File: config.mk
export PLATFORM = sky130hd
export DESIGN_NAME = rtc_trim_alarm
export DESIGN_NICKNAME = d
export VERILOG_FILES = /design/src/rtl/rtc_pkg.sv /design/src/rtl/rtc_divider.sv /design/src/rtl/rtc_seconds.sv /design/src/rtl/rtc_regs.sv /design/src/rtl/rtc_trim_alarm.sv
export SDC_FILE = /design/constraint.sdc
export NUM_CORES = 1
export LEC_CHECK = 0
export BUFFER_PORTS_ARGS = -buffer_cell sky130_fd_sc_hd__clkbuf_2
export CAP_MARGIN = 20
export CORE_MARGIN = 8
export CORE_UTILIZATION = 50
export CTS_BUF_LIST = sky130_fd_sc_hd__clkbuf_8
export DETAILED_ROUTE_END_ITERATION = 16
export PLACE_DENSITY_LB_ADDON = 0.1
export SETUP_SLACK_MARGIN = 0.1
export SYNTH_ARGS = -nofsm -noshare
export SYNTH_HDL_FRONTEND = slang
export SYNTH_SLANG_ARGS = --single-unit
File: constraint.sdc
create_clock -name clk -period 2.7 [get_ports clk]
set_input_delay 0.675 -clock clk [delete_from_list [all_inputs] [get_ports clk]]
set_output_delay 0.675 -clock clk [all_outputs]
set_load 0.05 [all_outputs]
File: src/rtl/rtc_pkg.sv
// Package: shared constants for the trimmed seconds counter.
// Assumes byte addressing with 32-bit registers.
package rtc_pkg;
    parameter int ADDR_W = 5;
    parameter int DATA_W = 32;

    localparam logic [ADDR_W-1:0] OFS_ALARM  = 5'h00;
    localparam logic [ADDR_W-1:0] OFS_COUNT  = 5'h04;
    localparam logic [ADDR_W-1:0] OFS_TRIM   = 5'h08;
    localparam logic [ADDR_W-1:0] OFS_STATUS = 5'h10;

    // status bit positions (decoded by software)
    localparam int ST_ALARM    = 0;
    localparam int ST_TICK     = 1;
    localparam int ST_ALARM_EN = 2;
    localparam int ST_TICK_EN  = 3;
    localparam int N_EVENTS    = 2;
endpackage

File: src/rtl/rtc_divider.sv
// Module: rtc_divider
// Divides the reference enable by div_c+1 and emits a one-cycle tick.
// In the first del_d periods of each FRAME_LEN-period frame it swallows
// the first reference pulse. Assumes ref_en is synchronous to clk.
module rtc_divider #(
    parameter int DIV_W     = 16,
    parameter int DEL_W     = 10,
    parameter int FRAME_LEN = 1023
) (
    input  logic             clk,
    input  logic             rst_n,
    input  logic             ref_en,
    input  logic             restart,
    input  logic [DIV_W-1:0] div_c,
    input  logic [DEL_W-1:0] del_d,
    output logic             tick
);
    localparam int IDX_W = $clog2(FRAME_LEN);
    localparam int CMP_W = (IDX_W > DEL_W) ? IDX_W : DEL_W;
    localparam logic [IDX_W-1:0] IDX_LAST = IDX_W'(FRAME_LEN - 1);

    logic [DIV_W-1:0] pulse_cnt;
    logic [IDX_W-1:0] frame_idx;
    logic             swallowed;
    logic             swallow_now;
    logic             accept;

    // a period inside the delete window loses its first pulse
    always_comb begin
        swallow_now = ref_en && !swallowed && !restart
                      && (CMP_W'(frame_idx) < CMP_W'(del_d));
        accept      = ref_en && !swallow_now && !restart;
        tick        = accept && (pulse_cnt >= div_c);
    end

    // period counter, frame index and per-period swallow marker
    always_ff @(posedge clk) begin
        if (!rst_n || restart) begin
            pulse_cnt <= '0;
            frame_idx <= '0;
            swallowed <= 1'b0;
        end else if (swallow_now) begin
            swallowed <= 1'b1;
        end else if (tick) begin
            pulse_cnt <= '0;
            swallowed <= 1'b0;
            frame_idx <= (frame_idx == IDX_LAST) ? '0 : frame_idx + 1'b1;
        end else if (accept) begin
            pulse_cnt <= pulse_cnt + 1'b1;
        end
    end
endmodule

File: src/rtl/rtc_seconds.sv
// Module: rtc_seconds
// Seconds counter with a direct load and alarm compare. A load wins over a
// tick at the same edge. The alarm hit is flagged only for a tick increment.
module rtc_seconds #(
    parameter int CNT_W = 32
) (
    input  logic             clk,
    input  logic             rst_n,
    input  logic             tick,
    input  logic             load,
    input  logic [CNT_W-1:0] load_val,
    input  logic [CNT_W-1:0] alarm,
    output logic [CNT_W-1:0] count,
    output logic             alarm_hit
);
    logic [CNT_W-1:0] next_val;

    // incremented value and its compare against the alarm
    always_comb begin
        next_val  = count + 1'b1;
        alarm_hit = tick && !load && (next_val == alarm);
    end

    // seconds register
    always_ff @(posedge clk) begin
        if (!rst_n)
            count <= '0;
        else if (load)
            count <= load_val;
        else if (tick)
            count <= next_val;
    end
endmodule

File: src/rtl/rtc_regs.sv
// Module: rtc_regs
// Register decode for alarm, trim and status, plus read mux and interrupt.
// Event flags are sticky and cleared by writing one; a set wins over a clear
// at the same edge. The counter itself lives in rtc_seconds; this block only
// raises the load strobe.
module rtc_regs
    import rtc_pkg::*;
#(
    parameter int             DIV_W     = 16,
    parameter int             DEL_W     = 10,
    parameter logic [15:0]    DIV_RESET = 16'h7FFF
) (
    input  logic              clk,
    input  logic              rst_n,
    input  logic              bus_sel,
    input  logic              bus_we,
    input  logic [ADDR_W-1:0] bus_addr,
    input  logic [DATA_W-1:0] bus_wdata,
    output logic [DATA_W-1:0] bus_rdata,
    input  logic [DATA_W-1:0] count,
    input  logic              tick,
    input  logic              alarm_hit,
    output logic              count_load,
    output logic [DATA_W-1:0] alarm,
    output logic [DIV_W-1:0]  div_c,
    output logic [DEL_W-1:0]  del_d,
    output logic [3:0]        status,
    output logic              irq
);
    logic                wr;
    logic [N_EVENTS-1:0] evt_set;
    logic [N_EVENTS-1:0] evt_flag;
    logic [1:0]          evt_en;

    // write strobe and per-register decode
    always_comb begin
        wr         = bus_sel && bus_we;
        count_load = wr && (bus_addr == OFS_COUNT);
        evt_set    = '0;
        evt_set[ST_ALARM] = alarm_hit;
        evt_set[ST_TICK]  = tick;
    end

    // alarm and trim registers
    always_ff @(posedge clk) begin
        if (!rst_n) begin
            alarm <= '0;
            div_c <= DIV_RESET[DIV_W-1:0];
            del_d <= '0;
        end else if (wr) begin
            if (bus_addr == OFS_ALARM)
                alarm <= bus_wdata;
            if (bus_addr == OFS_TRIM) begin
                div_c <= bus_wdata[DIV_W-1:0];
                del_d <= bus_wdata[16 +: DEL_W];
            end
        end
    end

    // one sticky write-one-to-clear flag per event source
    for (genvar i = 0; i < N_EVENTS; i++) begin : g_evt
        always_ff @(posedge clk) begin
            if (!rst_n)
                evt_flag[i] <= 1'b0;
            else if (evt_set[i])
                evt_flag[i] <= 1'b1;
            else if (wr && bus_addr == OFS_STATUS && bus_wdata[i])
                evt_flag[i] <= 1'b0;
        end
    end

    // interrupt enable bits
    always_ff @(posedge clk) begin
        if (!rst_n)
            evt_en <= '0;
        else if (wr && bus_addr == OFS_STATUS)
            evt_en <= bus_wdata[ST_TICK_EN:ST_ALARM_EN];
    end

    // status view, interrupt and read mux
    always_comb begin
        status = {evt_en, evt_flag};
        irq    = |(evt_flag & evt_en);
        unique case (bus_addr)
            OFS_ALARM:  bus_rdata = alarm;
            OFS_COUNT:  bus_rdata = count;
            OFS_TRIM:   bus_rdata = DATA_W'({del_d, div_c});
            OFS_STATUS: bus_rdata = DATA_W'(status);
            default:    bus_rdata = '0;
        endcase
    end
endmodule

File: src/rtl/rtc_trim_alarm.sv
// Module: rtc_trim_alarm (top)
// Trimmed seconds counter with alarm and interrupt. Assumes ref_en is a
// one-cycle pulse already synchronous to clk.
module rtc_trim_alarm
    import rtc_pkg::*;
#(
    parameter int FRAME_LEN = 1023
) (
    input  logic              clk,
    input  logic              rst_n,
    input  logic              ref_en,
    input  logic              bus_sel,
    input  logic              bus_we,
    input  logic [ADDR_W-1:0] bus_addr,
    input  logic [DATA_W-1:0] bus_wdata,
    output logic [DATA_W-1:0] bus_rdata,
    output logic              irq
);
    localparam int DIV_W = 16;
    localparam int DEL_W = 10;

    logic [DIV_W-1:0]  div_c;
    logic [DEL_W-1:0]  del_d;
    logic [DATA_W-1:0] alarm_val;
    logic [DATA_W-1:0] sec_count;
    logic [3:0]        status_bits;
    logic              sec_tick;
    logic              cnt_load;
    logic              alarm_hit;

    rtc_divider #(.DIV_W(DIV_W), .DEL_W(DEL_W), .FRAME_LEN(FRAME_LEN)) u_div (
        .clk(clk), .rst_n(rst_n), .ref_en(ref_en), .restart(cnt_load),
        .div_c(div_c), .del_d(del_d), .tick(sec_tick)
    );

    rtc_seconds #(.CNT_W(DATA_W)) u_sec (
        .clk(clk), .rst_n(rst_n), .tick(sec_tick), .load(cnt_load),
        .load_val(bus_wdata), .alarm(alarm_val), .count(sec_count),
        .alarm_hit(alarm_hit)
    );

    rtc_regs #(.DIV_W(DIV_W), .DEL_W(DEL_W)) u_regs (
        .clk(clk), .rst_n(rst_n), .bus_sel(bus_sel), .bus_we(bus_we),
        .bus_addr(bus_addr), .bus_wdata(bus_wdata), .bus_rdata(bus_rdata),
        .count(sec_count), .tick(sec_tick), .alarm_hit(alarm_hit),
        .count_load(cnt_load), .alarm(alarm_val), .div_c(div_c),
        .del_d(del_d), .status(status_bits), .irq(irq)
    );
endmodule

==> impl_results.md <==
* Status: completed
* Number of nets in the final layout at 1207
* Number of synthesized flops with an enable pin at 0
* Async set-or-reset flop fraction in the synthesized netlist at 0%
* Number of inserted diodes at 0
* Antenna violations before repair at 0
* Post-Synthesis Cell Area at 7780 µm²
* Post-Synth XOR/XNOR Area at 7.99%
* Final period demand of the worst path at 2.70 ns
* Type of the most critical hold path: primary input to flip-flop
* Crit path DAT at 2.02 ns
* Area share of and/or/nand/nor cells after synthesis at 24.0%
* Reg2reg setup slack at 0.16 ns
* Number of inserted filler cells in the final layout at 1189
* Cell Rows at 45
* Count leader, synth: sky130_fd_sc_hd__nand2_1
* Post-DP HPWL at 18700 µm
* CTS root buffer: sky130_fd_sc_hd__clkbuf_8
* Final estimated routing congestion in global placement at 0.976
* Adder-cell area share of the yosys netlist at 4.66%
* Sinks on Clock Net at 121
* Number of warnings printed during yosys synthesis at 0
* Pin count of the biggest net entering global routing at 58
* Sequential fraction of the synthesis area at 31.1%
* Area grow syn2layout at 37.7%
* Total vias in the final route at 7838
* Top cells by instance count after synthesis: sky130_fd_sc_hd__nand2_1 (190), sky130_fd_sc_hd__dfxtp_1 (121), sky130_fd_sc_hd__xnor2_1 (52)
* TritonCTS clock tree: done
* Transition time at the pin with the least slew margin at 0.624 ns
* Count of port buffers added during placement at 74
* Share of layout cells above drive strength 1 at 31.3%
* Number of levels in the clock H-tree at 4
* Clock Latency Late Sink at 0.45 ns
* Leakage at 4.20 nW
* Synth Register Bits at 121
* Power share of the clock group at 44.7%
* Share of the synthesized area in compound gates (AO/OA/AOI/OAI) at 21.1%
* Overflow after GRT at 0
* Placeable core area at 15200 µm²
* Multiplexer share of the synthesized area at 4.50%
* Routed Antenna Nets at 0
* Sum of negative setup slack at 0 ns
* Dominant combinational cell family by area after synthesis: simple AND/OR/NAND/NOR gates
* Wire length of the first global-routing pass at 40200 µm
* Clock transition at the registers of the reported paths at 0.07 ns
* Vias in the first global route at 7459
* Most used DFF post-synth: sky130_fd_sc_hd__dfxtp_1
* Number of buffers between clock root and the deepest sink at 2
* Critical Setup Path Class: primary input to output port
* All-layer global routing usage at 25.6%
* Sequential share of power at 47.1%
* Die footprint at 19800 µm²
* Internal power at 0.00289 W
* Hold_buf cts at 0
* Final wirelength at 25600 µm
* Synthesized area divided by synthesized cell count at 7.91 µm²
* Final setup violation count at 0
* DR vias/cell at 5.87
* Switching part of the total power at 24.5%
* Residual DRC count at 0
* Cell variety after synth at 72
* Critical Path Source Type: primary input
* Largest area contributor in the netlist: sky130_fd_sc_hd__dfxtp_1
* Unrepaired setup endpoints after global routing: true
* Area of the multi-input gates at 5470 µm²
* Critical path required time at 2.03 ns
* Top post-synthesis cells by area: sky130_fd_sc_hd__dfxtp_1 (31%), sky130_fd_sc_hd__nand2_1 (9.2%), sky130_fd_sc_hd__xnor2_1 (5.9%)
* Maximum fanout encountered on the critical timing path at 28
* Net Sw Power at 0.000940 W
* Crit. End Element: output port
* Chip width at 141 µm
* Net Count, Synth at 1055
* Crit path setup slack, layout at 0.000945 ns
* Starting DRC count in detailed routing at 604
* Post-Route Utilization at 70.5%
* I/O pins at 75
* Number of search-and-repair iterations in the first detailed-routing pass at 6
* Sequential Area at 2440 µm²
* Pre-CTS worst setup slack at -0.206 ns
* Max Cap Violations at 0
* Number of standard cells after synthesis at 984
* Number of pins exceeding their max-slew limit in the final report at 0
* Total clock buffers created by CTS at 17
* P per Cell Area at 357 nW/µm²
* Clk_skew at 0.0105 ns
* Fraction of post-synthesis cell area in the top cell type by area at 31.1%
* Peak clock frequency supported by timing at 0.371 GHz
* Routed wire per std cell at 19.1 µm
* Worst max-slew margin expressed relative to the limit at 58.4%
* Portion of total power attributed to combinational logic at 8.2%
* Maximum ir drop on the vdd rail at 0.000358 V
* Final Cycle Share at 100%
* Die span in y at 141 µm
* Initial Util at 51.2%
* Final hold violation count at 0
## cells by family after synthesis
kind of cell               count (synthesis)
AOI/OAI and AO/OA                        245
xor gates and xnor gates                  71
buffers and inverters                    112
adders and majority gates                 29
muxes                                     35
DFF                                      121
and+or+nand+nor                          371
## state kept, by name (all words and copies together), names as in the netlist
signal and count:
u_regs.alarm 32, u_sec.count 32, u_div.pulse_cnt 16, u_regs.div_c 16, u_div.frame_idx 10, u_regs.del_d 10
u_regs.evt_en 2, u_regs.status 2, u_div.swallowed 1
## worst max-delay path, stage by stage
cell and delay [ns]:
sky130_fd_sc_hd__buf_6 0.09, sky130_fd_sc_hd__or3_4 0.39, sky130_fd_sc_hd__nor3b_4 0.23, sky130_fd_sc_hd__buf_12 0.24, sky130_fd_sc_hd__nand2_1 0.12, sky130_fd_sc_hd__o21ai_4 0.09
sky130_fd_sc_hd__buf_12 0.15
## per-stage QoR
stage,hold slack (ns),instances,total power [W],instance area (µm²)
finish,0.468,1335,0.00383,10700
global route,0.453,1335,0.00396,10700
CTS,0.451,1323,0.00384,10400
detailed placement,0.476,1285,0.00215,9860
global placement,0.472,1285,0.00214,9860
floorplan,0.449,984,0.00200,8220
## per-layer routing
metal,wire (µm),GRT usage (%),vias up
li1,-,-,3810
met1,11300,32.1,3712
met2,11800,41.4,261
met3,1530,5.40,55
met4,974,11.9,0
met5,0,0,-
## placed cells by master, fill, tap and decap left out, drive strengths merged, types with 5 or more instances in the layout
cell type    n
a21o         9
clkbuf      59
a21boi      46
nor4        16
nor3        15
or3         10
xor2        19
dfxtp      121
nor4b        7
a211oi       7
a21oi       37
o31ai       16
o21ai       53
nand4       27
nor2        29
inv         36
nand3       28
nand4b       5
xnor2       52
and4        10
buf        171
o211ai      15
or4          6
a31oi        7
clkinv       5
a22oi        6
mux2i       35
o21a        23
ha          29
and3        12
nand2      191
## final timing paths
check	depth (start not counted)	endpoint	from
worst min register to register	2	u_regs.del_d[7]	u_regs.del_d[7]
worst max register to register	11	u_regs.status[0]	u_sec.count[5]
worst max-delay path	7	bus_rdata[23]	bus_addr[0]
worst min-delay path	3	u_regs.alarm[29]	bus_wdata[29]
## layout make-up
| class | instances | share of cell area [%] |
|---|---|---|
| multi-input cells | 751 | 51.0 |
| flip-flops and latches | 121 | 22.8 |
| repair buffers | 210 | 19.0 |
| clock buffers | 20 | 2.57 |
| well taps | 188 | 2.19 |
| inverters | 35 | 1.23 |
| clock inverters | 10 | 1.18 |
## power by group through the flow
stage	Combinational, W	Clock, W	Sequential, W
floorplan	0.000157	0	0.00184
global placement	0.000301	0	0.00184
detailed placement	0.000301	0	0.00184
CTS	0.000308	0.00173	0.00180
global route	0.000335	0.00183	0.00180
finish	0.000315	0.00171	0.00180
## repair_timing
item,4_1_cts,5_1_grt
setup endpoints to repair,42,55
buffers inserted,8,12
resized for setup,22,51
pin swaps,11,23
Note: power is estimated with default switching activity, not from simulation.
